File: src/rtl/ccd_hrt_pkg.sv
package ccd_hrt_pkg;
  typedef enum logic [2:0] {
    ZN_BLANK  = 3'd0,
    ZN_DUMMY  = 3'd1,
    ZN_BLACK  = 3'd2,
    ZN_OVSCAN = 3'd3,
    ZN_ACTIVE = 3'd4
  } zone_e;

  localparam logic [3:0] CLK_IDLE = 4'b0011;
endpackage

File: src/rtl/hrt_phase_cnt.sv
module hrt_phase_cnt #(
  parameter int LINE_LEN = 2040,
  parameter int PIX_W    = 11
) (
  input  logic             clk_i,
  input  logic             rst_ni,
  input  logic             en_i,
  output logic [1:0]       qtr_o,
  output logic [PIX_W-1:0] pix_o
);
  localparam logic [PIX_W-1:0] LAST_PIX = PIX_W'(LINE_LEN - 1);

  always_ff @(posedge clk_i or negedge rst_ni) begin
    if (!rst_ni) begin
      qtr_o <= '0;
      pix_o <= '0;
    end else if (!en_i) begin
      qtr_o <= '0;
      pix_o <= '0;
    end else begin
      qtr_o <= qtr_o + 2'd1;
      if (qtr_o == 2'd3)
        pix_o <= (pix_o == LAST_PIX) ? '0 : pix_o + 1'b1;
    end
  end


  pix_bound_chk: assert property (@(posedge clk_i) disable iff (!rst_ni)
    pix_o <= LAST_PIX);

  pix_hold_chk: assert property (@(posedge clk_i) disable iff (!rst_ni)
    (en_i && $past(en_i) && qtr_o != 2'd0) |-> $stable(pix_o));
endmodule

File: src/rtl/hrt_zone_dec.sv
module hrt_zone_dec
  import ccd_hrt_pkg::*;
#(
  parameter int N_DUMMY = 8,
  parameter int N_BLK_L = 2,
  parameter int N_OVS   = 8,
  parameter int N_ACT   = 1600,
  parameter int N_BLK_R = 70,
  parameter int PIX_W   = 11
) (
  input  logic [PIX_W-1:0] pix_i,
  output zone_e            zone_o,
  output logic [PIX_W-1:0] idx_o
);
  // segment start positions along the line
  localparam int S_BLK_L = N_DUMMY;
  localparam int S_OVS_L = S_BLK_L + N_BLK_L;
  localparam int S_ACT   = S_OVS_L + N_OVS;
  localparam int S_OVS_R = S_ACT + N_ACT;
  localparam int S_BLK_R = S_OVS_R + N_OVS;
  localparam int S_BLANK = S_BLK_R + N_BLK_R;

  localparam logic [PIX_W-1:0] B_BLK_L = PIX_W'(S_BLK_L);
  localparam logic [PIX_W-1:0] B_OVS_L = PIX_W'(S_OVS_L);
  localparam logic [PIX_W-1:0] B_ACT   = PIX_W'(S_ACT);
  localparam logic [PIX_W-1:0] B_OVS_R = PIX_W'(S_OVS_R);
  localparam logic [PIX_W-1:0] B_BLK_R = PIX_W'(S_BLK_R);
  localparam logic [PIX_W-1:0] B_BLANK = PIX_W'(S_BLANK);

  always_comb begin
    if (pix_i >= B_BLANK) begin
      zone_o = ZN_BLANK;
      idx_o  = pix_i - B_BLANK;
    end else if (pix_i >= B_BLK_R) begin
      zone_o = ZN_BLACK;
      idx_o  = pix_i - B_BLK_R;
    end else if (pix_i >= B_OVS_R) begin
      zone_o = ZN_OVSCAN;
      idx_o  = pix_i - B_OVS_R;
    end else if (pix_i >= B_ACT) begin
      zone_o = ZN_ACTIVE;
      idx_o  = pix_i - B_ACT;
    end else if (pix_i >= B_OVS_L) begin
      zone_o = ZN_OVSCAN;
      idx_o  = pix_i - B_OVS_L;
    end else if (pix_i >= B_BLK_L) begin
      zone_o = ZN_BLACK;
      idx_o  = pix_i - B_BLK_L;
    end else begin
      zone_o = ZN_DUMMY;
      idx_o  = pix_i;
    end
  end
endmodule

File: src/rtl/hrt_clk_gen.sv
module hrt_clk_gen
  import ccd_hrt_pkg::*;
#(
  parameter int N_PH   = 4,
  parameter int RG_QTR = 0
) (
  input  logic [1:0]      qtr_i,
  input  logic            readout_i,
  output logic [N_PH-1:0] hclk_o,
  output logic            rg_o
);
  // each phase is high for two consecutive quarters, one quarter after its predecessor
  for (genvar k = 0; k < N_PH; k++) begin : g_ph
    assign hclk_o[k] = readout_i ? ((qtr_i == 2'(k)) || (qtr_i == 2'((k + 1) % N_PH)))
                                 : CLK_IDLE[k];
  end

  assign rg_o = readout_i && (qtr_i == 2'(RG_QTR));
endmodule

File: src/rtl/ccd_hreadout_tg.sv
module ccd_hreadout_tg
  import ccd_hrt_pkg::*;
#(
  parameter int N_DUMMY  = 8,
  parameter int N_BLK_L  = 2,
  parameter int N_OVS    = 8,
  parameter int N_ACT    = 1600,
  parameter int N_BLK_R  = 70,
  parameter int LINE_LEN = 2040,
  localparam int PIX_W   = $clog2(LINE_LEN)
) (
  input  logic             clk_i,
  input  logic             rst_ni,
  input  logic             en_i,
  output logic [3:0]       hclk_o,
  output logic             rg_o,
  output logic [2:0]       zone_o,
  output logic [PIX_W-1:0] idx_o,
  output logic             blank_o,
  output logic             line_start_o
);
  logic [1:0]       qtr;
  logic [PIX_W-1:0] pix;
  zone_e            zone_c;
  logic [PIX_W-1:0] idx_c;
  logic [3:0]       hclk_c;
  logic             rg_c;
  logic             readout_c;

  hrt_phase_cnt #(.LINE_LEN(LINE_LEN), .PIX_W(PIX_W)) u_cnt (
    .clk_i (clk_i),
    .rst_ni(rst_ni),
    .en_i  (en_i),
    .qtr_o (qtr),
    .pix_o (pix)
  );

  hrt_zone_dec #(
    .N_DUMMY(N_DUMMY), .N_BLK_L(N_BLK_L), .N_OVS(N_OVS),
    .N_ACT(N_ACT), .N_BLK_R(N_BLK_R), .PIX_W(PIX_W)
  ) u_zone (
    .pix_i (pix),
    .zone_o(zone_c),
    .idx_o (idx_c)
  );

  assign readout_c = (zone_c != ZN_BLANK);

  hrt_clk_gen #(.N_PH(4), .RG_QTR(0)) u_clk (
    .qtr_i    (qtr),
    .readout_i(readout_c),
    .hclk_o   (hclk_c),
    .rg_o     (rg_c)
  );

  always_ff @(posedge clk_i or negedge rst_ni) begin
    if (!rst_ni) begin
      hclk_o       <= CLK_IDLE;
      rg_o         <= 1'b0;
      zone_o       <= ZN_BLANK;
      idx_o        <= '0;
      blank_o      <= 1'b1;
      line_start_o <= 1'b0;
    end else if (!en_i) begin
      hclk_o       <= CLK_IDLE;
      rg_o         <= 1'b0;
      zone_o       <= ZN_BLANK;
      idx_o        <= '0;
      blank_o      <= 1'b1;
      line_start_o <= 1'b0;
    end else begin
      hclk_o       <= hclk_c;
      rg_o         <= rg_c;
      zone_o       <= zone_c;
      idx_o        <= idx_c;
      blank_o      <= !readout_c;
      line_start_o <= (pix == '0) && (qtr == 2'd0);
    end
  end


  rg_in_readout_chk: assert property (@(posedge clk_i) disable iff (!rst_ni)
    rg_o |-> !blank_o);

  rg_single_chk: assert property (@(posedge clk_i) disable iff (!rst_ni)
    rg_o |=> !rg_o);

  two_phase_chk: assert property (@(posedge clk_i) disable iff (!rst_ni)
    !blank_o |-> $countones(hclk_o) == 2);

  idle_pattern_chk: assert property (@(posedge clk_i) disable iff (!rst_ni)
    blank_o |-> hclk_o == CLK_IDLE);

  strobe_at_dummy_chk: assert property (@(posedge clk_i) disable iff (!rst_ni)
    line_start_o |-> (zone_o == ZN_DUMMY && idx_o == '0));

  line_open_chk: assert property (@(posedge clk_i) disable iff (!rst_ni)
    $fell(blank_o) |-> line_start_o);

  disable_idle_chk: assert property (@(posedge clk_i) disable iff (!rst_ni)
    !$past(en_i) |-> (blank_o && !rg_o && !line_start_o));

  blank_zone_chk: assert property (@(posedge clk_i) disable iff (!rst_ni)
    blank_o == (zone_o == ZN_BLANK));
endmodule

File: config.mk
export PLATFORM = sky130hd
export DESIGN_NAME = ccd_hreadout_tg
export DESIGN_NICKNAME = d
export VERILOG_FILES = /design/src/rtl/ccd_hrt_pkg.sv /design/src/rtl/hrt_phase_cnt.sv /design/src/rtl/hrt_zone_dec.sv /design/src/rtl/hrt_clk_gen.sv /design/src/rtl/ccd_hreadout_tg.sv
export SDC_FILE = /design/constraint.sdc
export NUM_CORES = 1
export LEC_CHECK = 0
export CORE_UTILIZATION = 40
export DETAILED_ROUTE_END_ITERATION = 16
export PLACE_DENSITY = 0.62
export SLEW_MARGIN = 20
export SYNTH_ARGS = -nofsm -noshare
export SYNTH_HDL_FRONTEND = slang
export SYNTH_SLANG_ARGS = --single-unit
File: constraint.sdc
create_clock -name clk_i -period 4 [get_ports clk_i]
set_clock_uncertainty 0.05 [all_clocks]
set_input_delay 0.6 -clock clk_i [delete_from_list [all_inputs] [get_ports clk_i]]
set_output_delay 0.6 -clock clk_i [all_outputs]
set_load 0.02 [all_outputs]
==> results.py <==
metrics = {
    "run_status": {
        "status": "completed",
    },
    "yosys": {
        "synth_largest_area_cell": "dfrtp_1",
        "ys_ff_latch": 34,
        "synth_enable_flop_cells": 0,
        "synth_cells": 290,
        "synth_warnings": 0,
        "ys_seq_area_share_pct": 33.1,
        "ys.flop_type": "dfrtp_1",
        "synth_area_um2": 2580,
        "avgSynthCellArea_um2": 8.91,
        "ys_types": 71,
        "synth_nets": 310,
        "synth_top_area_share_pct": 30.0,
        "async_flop_share_pct": 100,
        "synth_area_leaders": "dfrtp_1 (30%), ha_1 (8.2%), nand2_1 (4.4%), clkbuf_8 (4.3%), o21ai_0 (3.9%)",
    },
    "clocking": {
        "cts-hold-fix-buffers": 0,
        "clock_sinks": 34,
        "post_cts_buffers": 0,
        "cts.path.max_buffers": 2,
        "clkSlewWorstSetupHoldPaths_ps": 80,
        "cts_htree_levels": 2,
        "cts_resized": 0,
        "numCtsBuffers": 5,
        "clk-insertion-delay-late_ps": 290,
        "root_buffer": "clkbuf_8",
        "cts_tree": "done",
    },
    "critical_path": {
        "end_kind": "flip-flop",
        "cpPeakStageDelay_ps": 550,
        "cp.required_ps": 4130,
        "arrival_ps": 3260,
        "critPathTopFamily": "compound AO/OA/AOI/OAI gates",
        "crit_path_cell_trace": "inv_1, ha_1, and2_2, a221oi_1, o2111ai_1, a211oi_1, o21ai_0, a311o_1",
        "path_max_fanout": 11,
        "cpMaxStageDelayCell": "dfrtp_1",
        "path_class": "flip-flop to flip-flop",
        "startpoint_type": "flip-flop",
        "path_buf_inv": 1,
    },
    "power_and_ir_drop": {
        "p_leak_nw": 1.30,
        "vdd_ir_drop_max_mv": 0.202,
        "power_density_nw_per_um2": 278,
    },
    "sta": {
        "min_period_ps": 3130,
        "hold_viol": 0,
        "drv_slew": 0,
        "rsz0062_at_grt": "false",
        "setup_tns_ps": 0,
        "worst_slew_pin_slew_ps": 840,
        "fin_crit_sh_pct": 78.3,
        "setup_viol": 0,
        "relSlewSlack_pct": 43.1,
        "fmax_ghz": 0.319,
    },
    "layout": {
        "multi_input_area_um2": 1520,
        "final_nets": 330,
        "final_cells": 386,
        "drive_above_1_share_pct": 10.6,
        "final_cell_mix": "dfrtp_1 (31), nand2_1 (30), clkdlybuf4s50_1 (23)",
        "final_common_cell": "dfrtp_1",
        "area.growth.synth_to_final_pct": 13.9,
        "nFillCells": 583,
        "ff_latch_area_um2": 855,
        "diodes": 0,
    },
    "placement": {
        "numPortBuffers": 23,
        "dp.cells": 378,
        "dpl.hpwl_um": 4990,
        "place_congestion": 0.902,
    },
    "routing": {
        "via_per_inst": 6.04,
        "drtIter0Drc": 304,
        "ant_nets": 0,
        "firstDrtPassIters": 5,
        "vias": 2332,
        "drc_errors": 0,
        "route.detailed.wl_per_inst_um": 18.2,
        "wirelength_um": 7010,
    },
    "run": {
        "cap_violations": 0,
    },
    "grt": {
        "overflow": 0,
        "first_global_vias": 2209,
        "grt_pass1_wl_um": 11400,
        "antenna_found_initial": 0,
        "grt_max_degree": 35,
        "gr-usage-all-layers_pct": 23.0,
    },
    "floorplan": {
        "start_util_pct": 42.7,
        "fp.dieW_um": 82.4,
        "row_count": 28,
        "coreArea_um2": 6060,
        "pin_count": 24,
        "die-area_um2": 6790,
        "fp.dieH_um": 82.4,
    },
    "min_path": {
        "hold_path.class": "flip-flop to flip-flop",
    },
}
state kept, by name (all words and copies together) (netlist names):
| register | cells |
|---|---|
| u_cnt.pix_o | 11 |
| u_cnt.qtr_o | 2 |
| idx_o | 11 |
| rg_o | 1 |
| blank_o | 1 |
| line_start_o | 1 |
| hclk_o | 4 |
| zone_o | 3 |
cell families (layout without fill, tap and decap cells):
group / Yosys count / count (layout) / share of synthesized area, %
multiplexers: 3 / 3 / 1.21
adder cells (fa/ha/maj): 17 / 17 / 8.23
AND/OR/NAND/NOR: 109 / 109 / 22.4
AO/OA/AOI/OAI: 85 / 85 / 23.4
XOR/XNOR: 10 / 10 / 3.39
flip-flops: 34 / 34 / 33.1
buffers and inverters: 32 / 53 / 8.33
metrics by stage:
stage          setup WS, ps  hold WS (ps)  area, um^2  utilization, %  total power [mW]
3_5_place_dp           1000           450        2810            46.3             0.434
5_1_grt                 739           492        2940            48.6             0.851
2_1_floorplan          1220           254        2580               -             0.400
6_report                867           459        2940            48.6             0.818
3_3_place_gp            961           430        2810            46.3             0.432
4_1_cts                 990           463        2940            48.6             0.832
Yosys cell counts (4+ instances only):
| cell | n |
|---|---|
| and3_1 | 5 |
| nand3_1 | 9 |
| ha_1 | 17 |
| nor2_1 | 18 |
| dfrtp_1 | 31 |
| clkbuf_8 | 8 |
| nand4_1 | 4 |
| nor3_1 | 8 |
| a31oi_1 | 7 |
| nand2_1 | 30 |
| a21oi_1 | 12 |
| inv_1 | 13 |
| xnor2_1 | 8 |
| and2_1 | 6 |
| o31ai_1 | 4 |
| clkbuf_1 | 6 |
| o21ai_0 | 20 |
| o2111ai_1 | 4 |
final timing paths:
kind / slack [ps] / endpoint / cells after the start / startpoint
min in group asynchronous: 660 / idx_o[4]$_DFF_PN0_ / 2 / rst_ni
min: 460 / u_cnt.qtr_o[0]$_DFF_PN0_ / 1 / u_cnt.qtr_o[0]$_DFF_PN0_
max: 870 / idx_o[8]$_DFF_PN0_ / 8 / u_cnt.pix_o[5]$_DFFE_PN0P_
max in group asynchronous: 2900 / hclk_o[1]$_DFF_PN1_ / 2 / rst_ni
min reg2reg: 460 / u_cnt.qtr_o[0]$_DFF_PN0_ / 1 / u_cnt.qtr_o[0]$_DFF_PN0_
max reg2reg: 870 / idx_o[8]$_DFF_PN0_ / 8 / u_cnt.pix_o[5]$_DFFE_PN0P_
per-layer routing:
layer  global-route usage [%]  wire (um)
met2                     36.4       3230
met3                     4.95        432
met5                        0          0
met4                     11.4        237
met1                     29.6       3110
power by group:
part	internal, mW	total [mW]	switching, mW
combinational	0.0259	0.0656	0.0397
clock	0.250	0.392	0.142
sequential	0.355	0.360	0.00563
total	0.631	0.818	0.187
cell type report:
cell class              instances  share of cell area [%]
clock buffers                   5                    2.34
clock inverters                 3                    2.34
inverters                      14                    1.78
multi-input cells             224                    51.5
flip-flops and latches         34                    29.0
well taps                      75                    3.19
repair buffers                 31                    9.86
(Power assumes the default switching activity.)
